<file path="config.mk">
export PLATFORM = sky130hd
export DESIGN_NAME = cfx_unit
export DESIGN_NICKNAME = d
export VERILOG_FILES = /design/src/rtl/cfx_pkg.sv /design/src/rtl/cfx_decode.sv /design/src/rtl/cfx_alu.sv /design/src/rtl/cfx_macc.sv /design/src/rtl/cfx_watch.sv /design/src/rtl/cfx_unit.sv
export SDC_FILE = /design/constraint.sdc
export NUM_CORES = 2
export LEC_CHECK = 0
export ABC_AREA = 1
export BUFFER_PORTS_ARGS = -buffer_cell sky130_fd_sc_hd__buf_2
export CORE_ASPECT_RATIO = 2
export CORE_UTILIZATION = 58
export CTS_CLUSTER_SIZE = 24
export DETAILED_ROUTE_END_ITERATION = 8
export HOLD_SLACK_MARGIN = 0.03
export PLACE_DENSITY = 0.78
export SYNTH_ARGS = -nofsm -noshare
export SYNTH_HDL_FRONTEND = slang
export SYNTH_SLANG_ARGS = --single-unit
</file>
<file path="constraint.sdc">
create_clock -name clk -period 6.6 [get_ports clk]
set_input_delay 0 -clock clk [delete_from_list [all_inputs] [get_ports clk]]
set_output_delay 0 -clock clk [all_outputs]
set_load 0.01 [all_outputs]
</file>
<file path="src/rtl/cfx_pkg.sv">
package cfx_pkg;
    localparam int XLEN   = 32;
    localparam int MODE_W = 2;
    localparam int CMD_W  = 2 * MODE_W;

    localparam logic [6:0] OPC_R3  = 7'b0001011;
    localparam logic [6:0] OPC_R4  = 7'b0101011;
    localparam logic [6:0] OPC_R5A = 7'b1011011;
    localparam logic [6:0] OPC_R5B = 7'b1111011;

    typedef enum logic [2:0] {
        OP_NONE, OP_XNOR, OP_CMDW, OP_CMDR, OP_MACC, OP_R5A, OP_R5B
    } op_e;

    typedef struct packed {
        logic            ok;
        logic [XLEN-1:0] val;
    } res_t;

    function automatic op_e decode_op(input logic [31:0] insn);
        op_e op;
        op = OP_NONE;
        case (insn[6:0])
            OPC_R3: begin
                if (insn[31:25] == 7'd0) begin
                    case (insn[14:12])
                        3'd0:    op = OP_XNOR;
                        3'd1:    op = OP_CMDW;
                        3'd2:    op = OP_CMDR;
                        default: op = OP_NONE;
                    endcase
                end
            end
            OPC_R4:  op = (insn[14:12] == 3'd0) ? OP_MACC : OP_NONE;
            OPC_R5A: op = OP_R5A;
            OPC_R5B: op = OP_R5B;
            default: op = OP_NONE;
        endcase
        return op;
    endfunction

    function automatic res_t reduce4(input logic [MODE_W-1:0] mode,
                                     input logic [XLEN-1:0] a, b, c, d);
        res_t r;
        r.ok = 1'b1;
        case (mode)
            2'd0:    r.val = a & b & c & d;
            2'd1:    r.val = a | b | c | d;
            2'd2:    r.val = a ^ b ^ c ^ d;
            default: begin
                r.ok  = 1'b0;
                r.val = '0;
            end
        endcase
        return r;
    endfunction
endpackage

</file>
<file path="src/rtl/cfx_decode.sv">
module cfx_decode
    import cfx_pkg::*;
(
    input  logic [31:0] insn_i,
    output op_e         op_o
);
    always_comb op_o = decode_op(insn_i);
endmodule

</file>
<file path="src/rtl/cfx_alu.sv">
module cfx_alu
    import cfx_pkg::*;
(
    input  logic            clk,
    input  logic            rst,
    input  logic            accept_i,
    input  op_e             op_i,
    input  logic [XLEN-1:0] a_i,
    input  logic [XLEN-1:0] b_i,
    input  logic [XLEN-1:0] c_i,
    input  logic [XLEN-1:0] d_i,
    output res_t            out_o
);
    logic [CMD_W-1:0] cmd_q;

    always_ff @(posedge clk) begin
        if (rst)                              cmd_q <= '0;
        else if (accept_i && op_i == OP_CMDW) cmd_q <= a_i[CMD_W-1:0];
    end

    always_comb begin
        out_o = '0;
        case (op_i)
            OP_XNOR: begin
                out_o.ok  = 1'b1;
                out_o.val = ~(a_i ^ b_i);
            end
            OP_CMDW: out_o.ok = 1'b1;
            OP_CMDR: begin
                out_o.ok  = 1'b1;
                out_o.val = {{(XLEN-CMD_W){1'b0}}, cmd_q};
            end
            OP_R5A:  out_o = reduce4(cmd_q[MODE_W-1:0], a_i, b_i, c_i, d_i);
            OP_R5B:  out_o = reduce4(cmd_q[CMD_W-1:MODE_W], a_i, b_i, c_i, d_i);
            default: out_o = '0;
        endcase
    end
endmodule

</file>
<file path="src/rtl/cfx_macc.sv">
module cfx_macc
    import cfx_pkg::*;
(
    input  logic            clk,
    input  logic            rst,
    input  logic            go_i,
    input  logic [XLEN-1:0] a_i,
    input  logic [XLEN-1:0] b_i,
    input  logic [XLEN-1:0] c_i,
    output logic            done_o,
    output logic [XLEN-1:0] val_o
);
    logic            v1_q, v2_q;
    logic [XLEN-1:0] prod_q, add_q, sum_q;

    always_ff @(posedge clk) begin
        if (rst) begin
            v1_q   <= 1'b0;
            v2_q   <= 1'b0;
            prod_q <= '0;
            add_q  <= '0;
            sum_q  <= '0;
        end else begin
            v1_q <= go_i;
            v2_q <= v1_q;
            if (go_i) begin
                prod_q <= a_i * b_i;
                add_q  <= c_i;
            end
            if (v1_q) sum_q <= prod_q + add_q;
        end
    end

    assign done_o = v2_q;
    assign val_o  = sum_q;
endmodule

</file>
<file path="src/rtl/cfx_watch.sv">
module cfx_watch #(
    parameter int TMO_CYCLES = 128
) (
    input  logic clk,
    input  logic rst,
    input  logic launch_i,
    input  logic finish_i,
    output logic busy_o,
    output logic timeout_o
);
    localparam int CW = $clog2(TMO_CYCLES + 1);

    logic [CW-1:0] cnt_q;

    assign timeout_o = busy_o && !finish_i && (cnt_q == CW'(TMO_CYCLES - 1));

    always_ff @(posedge clk) begin
        if (rst) begin
            busy_o <= 1'b0;
            cnt_q  <= '0;
        end else if (launch_i) begin
            busy_o <= 1'b1;
            cnt_q  <= '0;
        end else if (busy_o && (finish_i || timeout_o)) begin
            busy_o <= 1'b0;
            cnt_q  <= '0;
        end else if (busy_o) begin
            cnt_q  <= cnt_q + 1'b1;
        end
    end
endmodule

</file>
<file path="src/rtl/cfx_unit.sv">
module cfx_unit
    import cfx_pkg::*;
#(
    parameter int TMO_CYCLES = 128
) (
    input  logic        clk,
    input  logic        rst,
    input  logic        start_i,
    input  logic [31:0] insn_i,
    input  logic [31:0] rs1_i,
    input  logic [31:0] rs2_i,
    input  logic [31:0] rs3_i,
    input  logic [31:0] rs4_i,
    output logic [31:0] res_o,
    output logic        done_o,
    output logic        illegal_o
);
    op_e             op;
    res_t            alu_out;
    logic            busy, accept, mac_done, timeout;
    logic [XLEN-1:0] mac_val;

    assign accept = start_i && !busy;

    cfx_decode u_dec (.insn_i(insn_i), .op_o(op));

    cfx_alu u_alu (
        .clk(clk), .rst(rst), .accept_i(accept), .op_i(op),
        .a_i(rs1_i), .b_i(rs2_i), .c_i(rs3_i), .d_i(rs4_i),
        .out_o(alu_out)
    );

    cfx_macc u_mac (
        .clk(clk), .rst(rst), .go_i(accept && op == OP_MACC),
        .a_i(rs1_i), .b_i(rs2_i), .c_i(rs3_i),
        .done_o(mac_done), .val_o(mac_val)
    );

    cfx_watch #(.TMO_CYCLES(TMO_CYCLES)) u_wd (
        .clk(clk), .rst(rst),
        .launch_i(accept && !alu_out.ok),
        .finish_i(mac_done),
        .busy_o(busy), .timeout_o(timeout)
    );

    always_comb begin
        done_o    = mac_done || (accept && alu_out.ok);
        illegal_o = timeout;
        if (mac_done)                 res_o = mac_val;
        else if (accept && alu_out.ok) res_o = alu_out.val;
        else                          res_o = '0;
    end
endmodule

</file>
## Word level (Yosys, flattened, before mapping)

Index checks and enable logic that the tools add are counted.

| word-level totals | value |
|---|---|
| input bits | 163 |
| bits in registers | 111 |
| output and inout port bits | 34 |

| operators by class | value |
|---|---|
| equality and inequality tests | 17 |
| $mul | 1 |
| mux-type cells | 14 |
| bitwise logic cells | 10 |
| reduce and logical (&&, ||, !) cells | 22 |
| add/subtract/negate cells | 2 |

Operators by type and width:

| operator | count |
|---|---|
| 32-bit one-hot mux with 3 select lines | 2 |
| 32-bit one-hot mux with 4 select lines | 1 |
| 32-bit bitwise AND | 3 |
| 32-bit OR | 3 |
| 32-bit bitwise XOR | 3 |
| 32-bit 2-to-1 mux | 2 |
| 32-bit adder | 1 |
| 32-bit by 32-bit multiplier with 32-bit output | 1 |
| 32-bit inverter | 1 |
| 7-bit == test, second input constant | 2 |
| 3-bit one-hot mux with 4 select lines | 1 |
| 3-bit OR reduction | 4 |
| 3-bit by 2-bit == test with 1-bit output, second input constant | 3 |
| 3-bit == test, second input constant | 3 |
| 8-bit by 1-bit adder with 8-bit output, second input constant | 1 |
| 8-bit by 7-bit == test with 1-bit output, second input constant | 1 |
| 1-bit logical AND | 8 |
| 7-bit by 4-bit == test with 1-bit output, second input constant | 1 |
| 7-bit by 6-bit == test with 1-bit output, second input constant | 1 |
| 7-bit logical NOT | 1 |
| 3-bit by 1-bit == test with 1-bit output, second input constant | 2 |
| 3-bit 2-to-1 mux | 2 |
| 2-bit one-hot mux with 3 select lines | 1 |
| 2-bit by 1-bit == test with 1-bit output, second input constant | 2 |
| other kinds (8) | 16 |

## Longest topological paths before layout

| logic depth | value |
|---|---|
| depth after elaboration | 10 |
| depth in mapped cells | 34 |
| mapped depth without buffers | 32 |

## By module

A second synthesis with hierarchy kept.

| unflattened totals | value |
|---|---|
| cell total of the unflattened synthesis | 4347 |
| area total of the unflattened synthesis | 28392.2 um2 |

Modules (own cells, without submodules):

| module | cells each | sequential area each (um2) | instances | area an instance (um2) |
|---|---|---|---|---|
| cfx_macc | 3055 | 1961.9 | 1 | 22131.2 |
| cfx_alu | 1053 | 80.1 | 1 | 4899.7 |
| cfx_unit | 148 | 0.0 | 1 | 743.2 |
| cfx_watch | 54 | 180.2 | 1 | 452.9 |
| cfx_decode | 37 | 0.0 | 1 | 165.2 |

## Worst setup path after synthesis

No wires, ideal clock.

| path | value |
|---|---|
| kind | input to register |
| start | in rs1_i[12] |
| end | reg u_mac.prod_q[26] |
| path buffers | 2 |
| setup slack | 0.453 ns |
| arrival | 6.033 ns |
| cell stages on the path | 25 |
| setup time | 0.114 ns |
| cells stage by stage | clkbuf_1 buf_1 nand2_1 fa_1 fa_1 inv_1 fa_1 inv_1 fa_1 fa_1 fa_1 inv_1 fa_1 fa_1 ha_1 nand2_1 nor2_1 and2_1 nand4_1 nand3_1 a21o_1 a21oi_1 xnor2_1 o21ai_1 inv_1 |

| between the ends | value |
|---|---|
| word-level cells in the longest chain between the ends | 1 |

Ends and longest elaborated chain:

| element | RTL line | text |
|---|---|---|
| start, declared | cfx_unit.sv:10 | `input logic [31:0] rs1_i,` |
| 32-bit by 32-bit multiplier with 32-bit output | cfx_macc.sv:27 | `prod_q <= a_i * b_i;` |
| end signal, assigned | cfx_macc.sv:27 |  |
| end, declared | cfx_macc.sv:14 | `logic [XLEN-1:0] prod_q, add_q, sum_q;` |

No other way between the ends.
A chain may end at the register's enable or synchronous reset.

## Worst setup path after layout

| path | value |
|---|---|
| start | in rs2_i[5] |
| end | reg u_mac.prod_q[31] |

| between the ends | value |
|---|---|
| word-level cells in the longest chain between the ends | 1 |

Ends and longest elaborated chain:

| element | RTL line | text |
|---|---|---|
| start, declared | cfx_unit.sv:11 | `input logic [31:0] rs2_i,` |
| 32-bit by 32-bit multiplier with 32-bit output | cfx_macc.sv:27 |  |

No other way between the ends.

==> metrics.txt <==
status=finished clean; clk_lat worst skew=0.39 ns; Final Max Slew Viols=0; Port Buffers=181; area grow syn2layout=9.25%; die area=~47000 um^2; hold worst-path end=u_mac.add_q[13]$_SDFFE_PP0P_; final core occ=64.2%; initial antenna violation count=7; maximum clock path buffer count=2; FF+latch count, synth=roughly 110; Critical-path top delay cell=fa_1; Gate Count Post-Synth=approximately 3900; post-route design area=slightly below 30000 um^2; final cell count without fillers=~4600; First-pass DRT Iterations=8; reg2reg setup slack=between 3 and 4 ns; DR WL/cell=around 20 um; largest net degree at the start of global routing=58; Slew @ Worst Pin=~1.1 ns; Post-DP HPWL=around 76000 um; TritonCTS clock tree=done; num rows=~110; worst min path class=in2reg; Die Width=154 um; GRT Util Overall=around two fifths; WL final=slightly above 90000 um; EDFF count, synth=0; CTS Buf Count=9; GP Congestion=between 1 and 1.5; FMAX=about 0.16 GHz; Cell variety after synth=55; setup TNS=0 ns; max incr delay on CP=roughly 0.61 ns; placed cell area=28800 um^2; cell mode on critical path=fa_1; Starting Density=between 50% and 60%; Worst slew margin=25.8%; Post-Place Cells=around 4600; I/O Pins=around 200; FF-to-FF End=u_mac.val_o[24]$_SDFFE_PP0P_; CTS resizes=0; layout cells sized above 1=around 9.1%; maxcap violations=0; Mean Syn Cell Area=roughly 6.9 um^2; Worst-path clk slew=around 0.08 ns; crit path launch type=input pin; syn_nets=4672; Sink Count=~110; drt via density=5.62; vias=between 20000 and 30000; DRC viols=0; total grt overflow=0; final setup vio count=0; hold depth=3; fin crit share=between 90% and 100%; HP Start=rs3_i[13]; Cell Area, Synth=between 20000 and 30000 um^2; async set-reset flop share out of synthesis=0%; fin crit period=6.29 ns; Fin. Hold Viols=0; critical path class=in2reg; first-pass GRT wire length=roughly 140000 um; remaining antenna violation count=0; unrepaired setup endpoints after global routing=no; die span in y=a little over 300 um; number of global-route vias before repair=roughly 27000; CP endpoint kind=flop; predominant post-synthesis flop cell=dfxtp_1; initial drt markers=between 2000 and 2500; Post-Route Skew=roughly 0.016 ns; nets=between 4000 and 5000; CP arrival=6.56 ns; Worst Reg-to-Reg Cells=12; core area=approximately 46000 um^2; H-tree levels=3; Root Driver=clkbuf_16; Synthesis Warnings=0; CP max FO=10; sequential share of the synthesized area=just over 8%; Req. time, crit path=slightly below 7 ns; reg-to-reg critical path startpoint=u_mac.add_q[3]$_SDFFE_PP0P_
==> cell families after synthesis <==
logic type / count (synthesis) / share of synthesized area, %
AOI/OAI and AO/OA: 383 / 8.56
xor gates and xnor gates: 125 / 4.07
adders and majority gates: 628 / 40.6
DFF: 111 / 8.25
and+or+nand+nor: 1460 / 21.9
buffers and inverters: 1174 / 16.7
==> per-stage QoR <==
step           hold WS [ns]  setup WS, ns
4_1_cts              0.0323         0.429
2_1_floorplan         0.149         0.453
6_report             0.0420         0.313
3_5_place_dp          0.321        0.0442
3_3_place_gp          0.311         0.119
5_1_grt              0.0518         0.119
==> layout by cell type, fill, tap and decap left out, types with 15 or more instances in the layout <==
cell type,synthesis,routed
a21oi_1,135,135
a221oi_1,21,21
a31oi_1,34,34
buf_2,31,181
buf_4,2,124
dfxtp_1,111,111
dlygate4sd3_1,0,27
fa_1,409,409
ha_1,219,219
inv_1,1001,1001
nand2_1,1077,1077
nand3_1,132,132
nand4_1,15,15
nor2_1,164,157
nor3_1,30,30
o21ai_0,99,99
o22ai_1,23,23
xnor2_1,59,59
xor2_1,66,66
==> cells in the mapped netlist (59+ instances only) <==
library cell / instances / area share, %
dfxtp_1: 111 / 8.3
nor2_1: 164 / 2.3
xor2_1: 66 / 2.1
ha_1: 219 / 10
xnor2_1: 59 / 1.9
o21ai_0: 99 / 1.8
nand3_1: 132 / 2.5
a21oi_1: 135 / 2.5
clkbuf_1: 112 / 1.6
nand2_1: 1077 / 15
inv_1: 1001 / 14
fa_1: 409 / 30
==> layout make-up <==
| cell class | count | area [um^2] |
|---|---|---|
| fillers | 4152 | 16400 |
| well taps | 565 | 707 |
| clock inverters | 7 | 87.6 |
| multi-input cells | 2596 | 20200 |
| repair buffers | 334 | 2150 |
| inverters | 1008 | 3780 |
| clock buffers | 9 | 225 |
| diodes | 6 | 15.0 |
| flip-flops and latches | 111 | 2220 |
==> timing repair <==
action,4_1_cts,5_1_grt
hold buffers,27,0
buffers inserted,0,0
hold endpoints to repair,27,0
==> worst max-delay path: cells and delay by family <==
family                     cells  cell delay [ns]
adders and majority gates      9             4.27
and+or+nand+nor                8             1.04
buffers and inverters          6             0.97
AOI/OAI and AO/OA              2             0.27
==> worst max-delay path by stage <==
stage / slack [ns] / end / start
after CTS: 0.43 / u_mac.prod_q[31]$_SDFFE_PP0P_ / rs2_i[5]
after global placement: 0.12 / u_mac.prod_q[31]$_SDFFE_PP0P_ / rs2_i[5]
after global routing: 0.12 / u_mac.prod_q[31]$_SDFFE_PP0P_ / rs2_i[5]
final: 0.31 / u_mac.prod_q[31]$_SDFFE_PP0P_ / rs2_i[5]
after floorplan: 0.45 / u_mac.prod_q[26]$_SDFFE_PP0P_ / rs1_i[12]
after detailed placement: 0.04 / u_mac.prod_q[31]$_SDFFE_PP0P_ / rs2_i[5]
==> flip-flops by register name (all words and copies together), names as in the netlist <==
| signal | count |
|---|---|
| u_alu.cmd_q | 4 |
| u_mac.add_q | 32 |
| u_mac.done_o | 1 |
| u_mac.prod_q | 32 |
| u_mac.v1_q | 1 |
| u_mac.val_o | 32 |
| u_wd.busy_o | 1 |
| u_wd.cnt_q | 8 |
==> layer usage <==
metal | track usage [%] | share of wire, %
met5 | 0 | 0.039
met4 | 40.7 | 12
met3 | 7.40 | 7.6
met2 | 69.9 | 49
met1 | 40.3 | 32
Power is left out: the tool's default activity adds up to more than one toggle a clock period on the data nets, which glitch-free logic cannot reach.
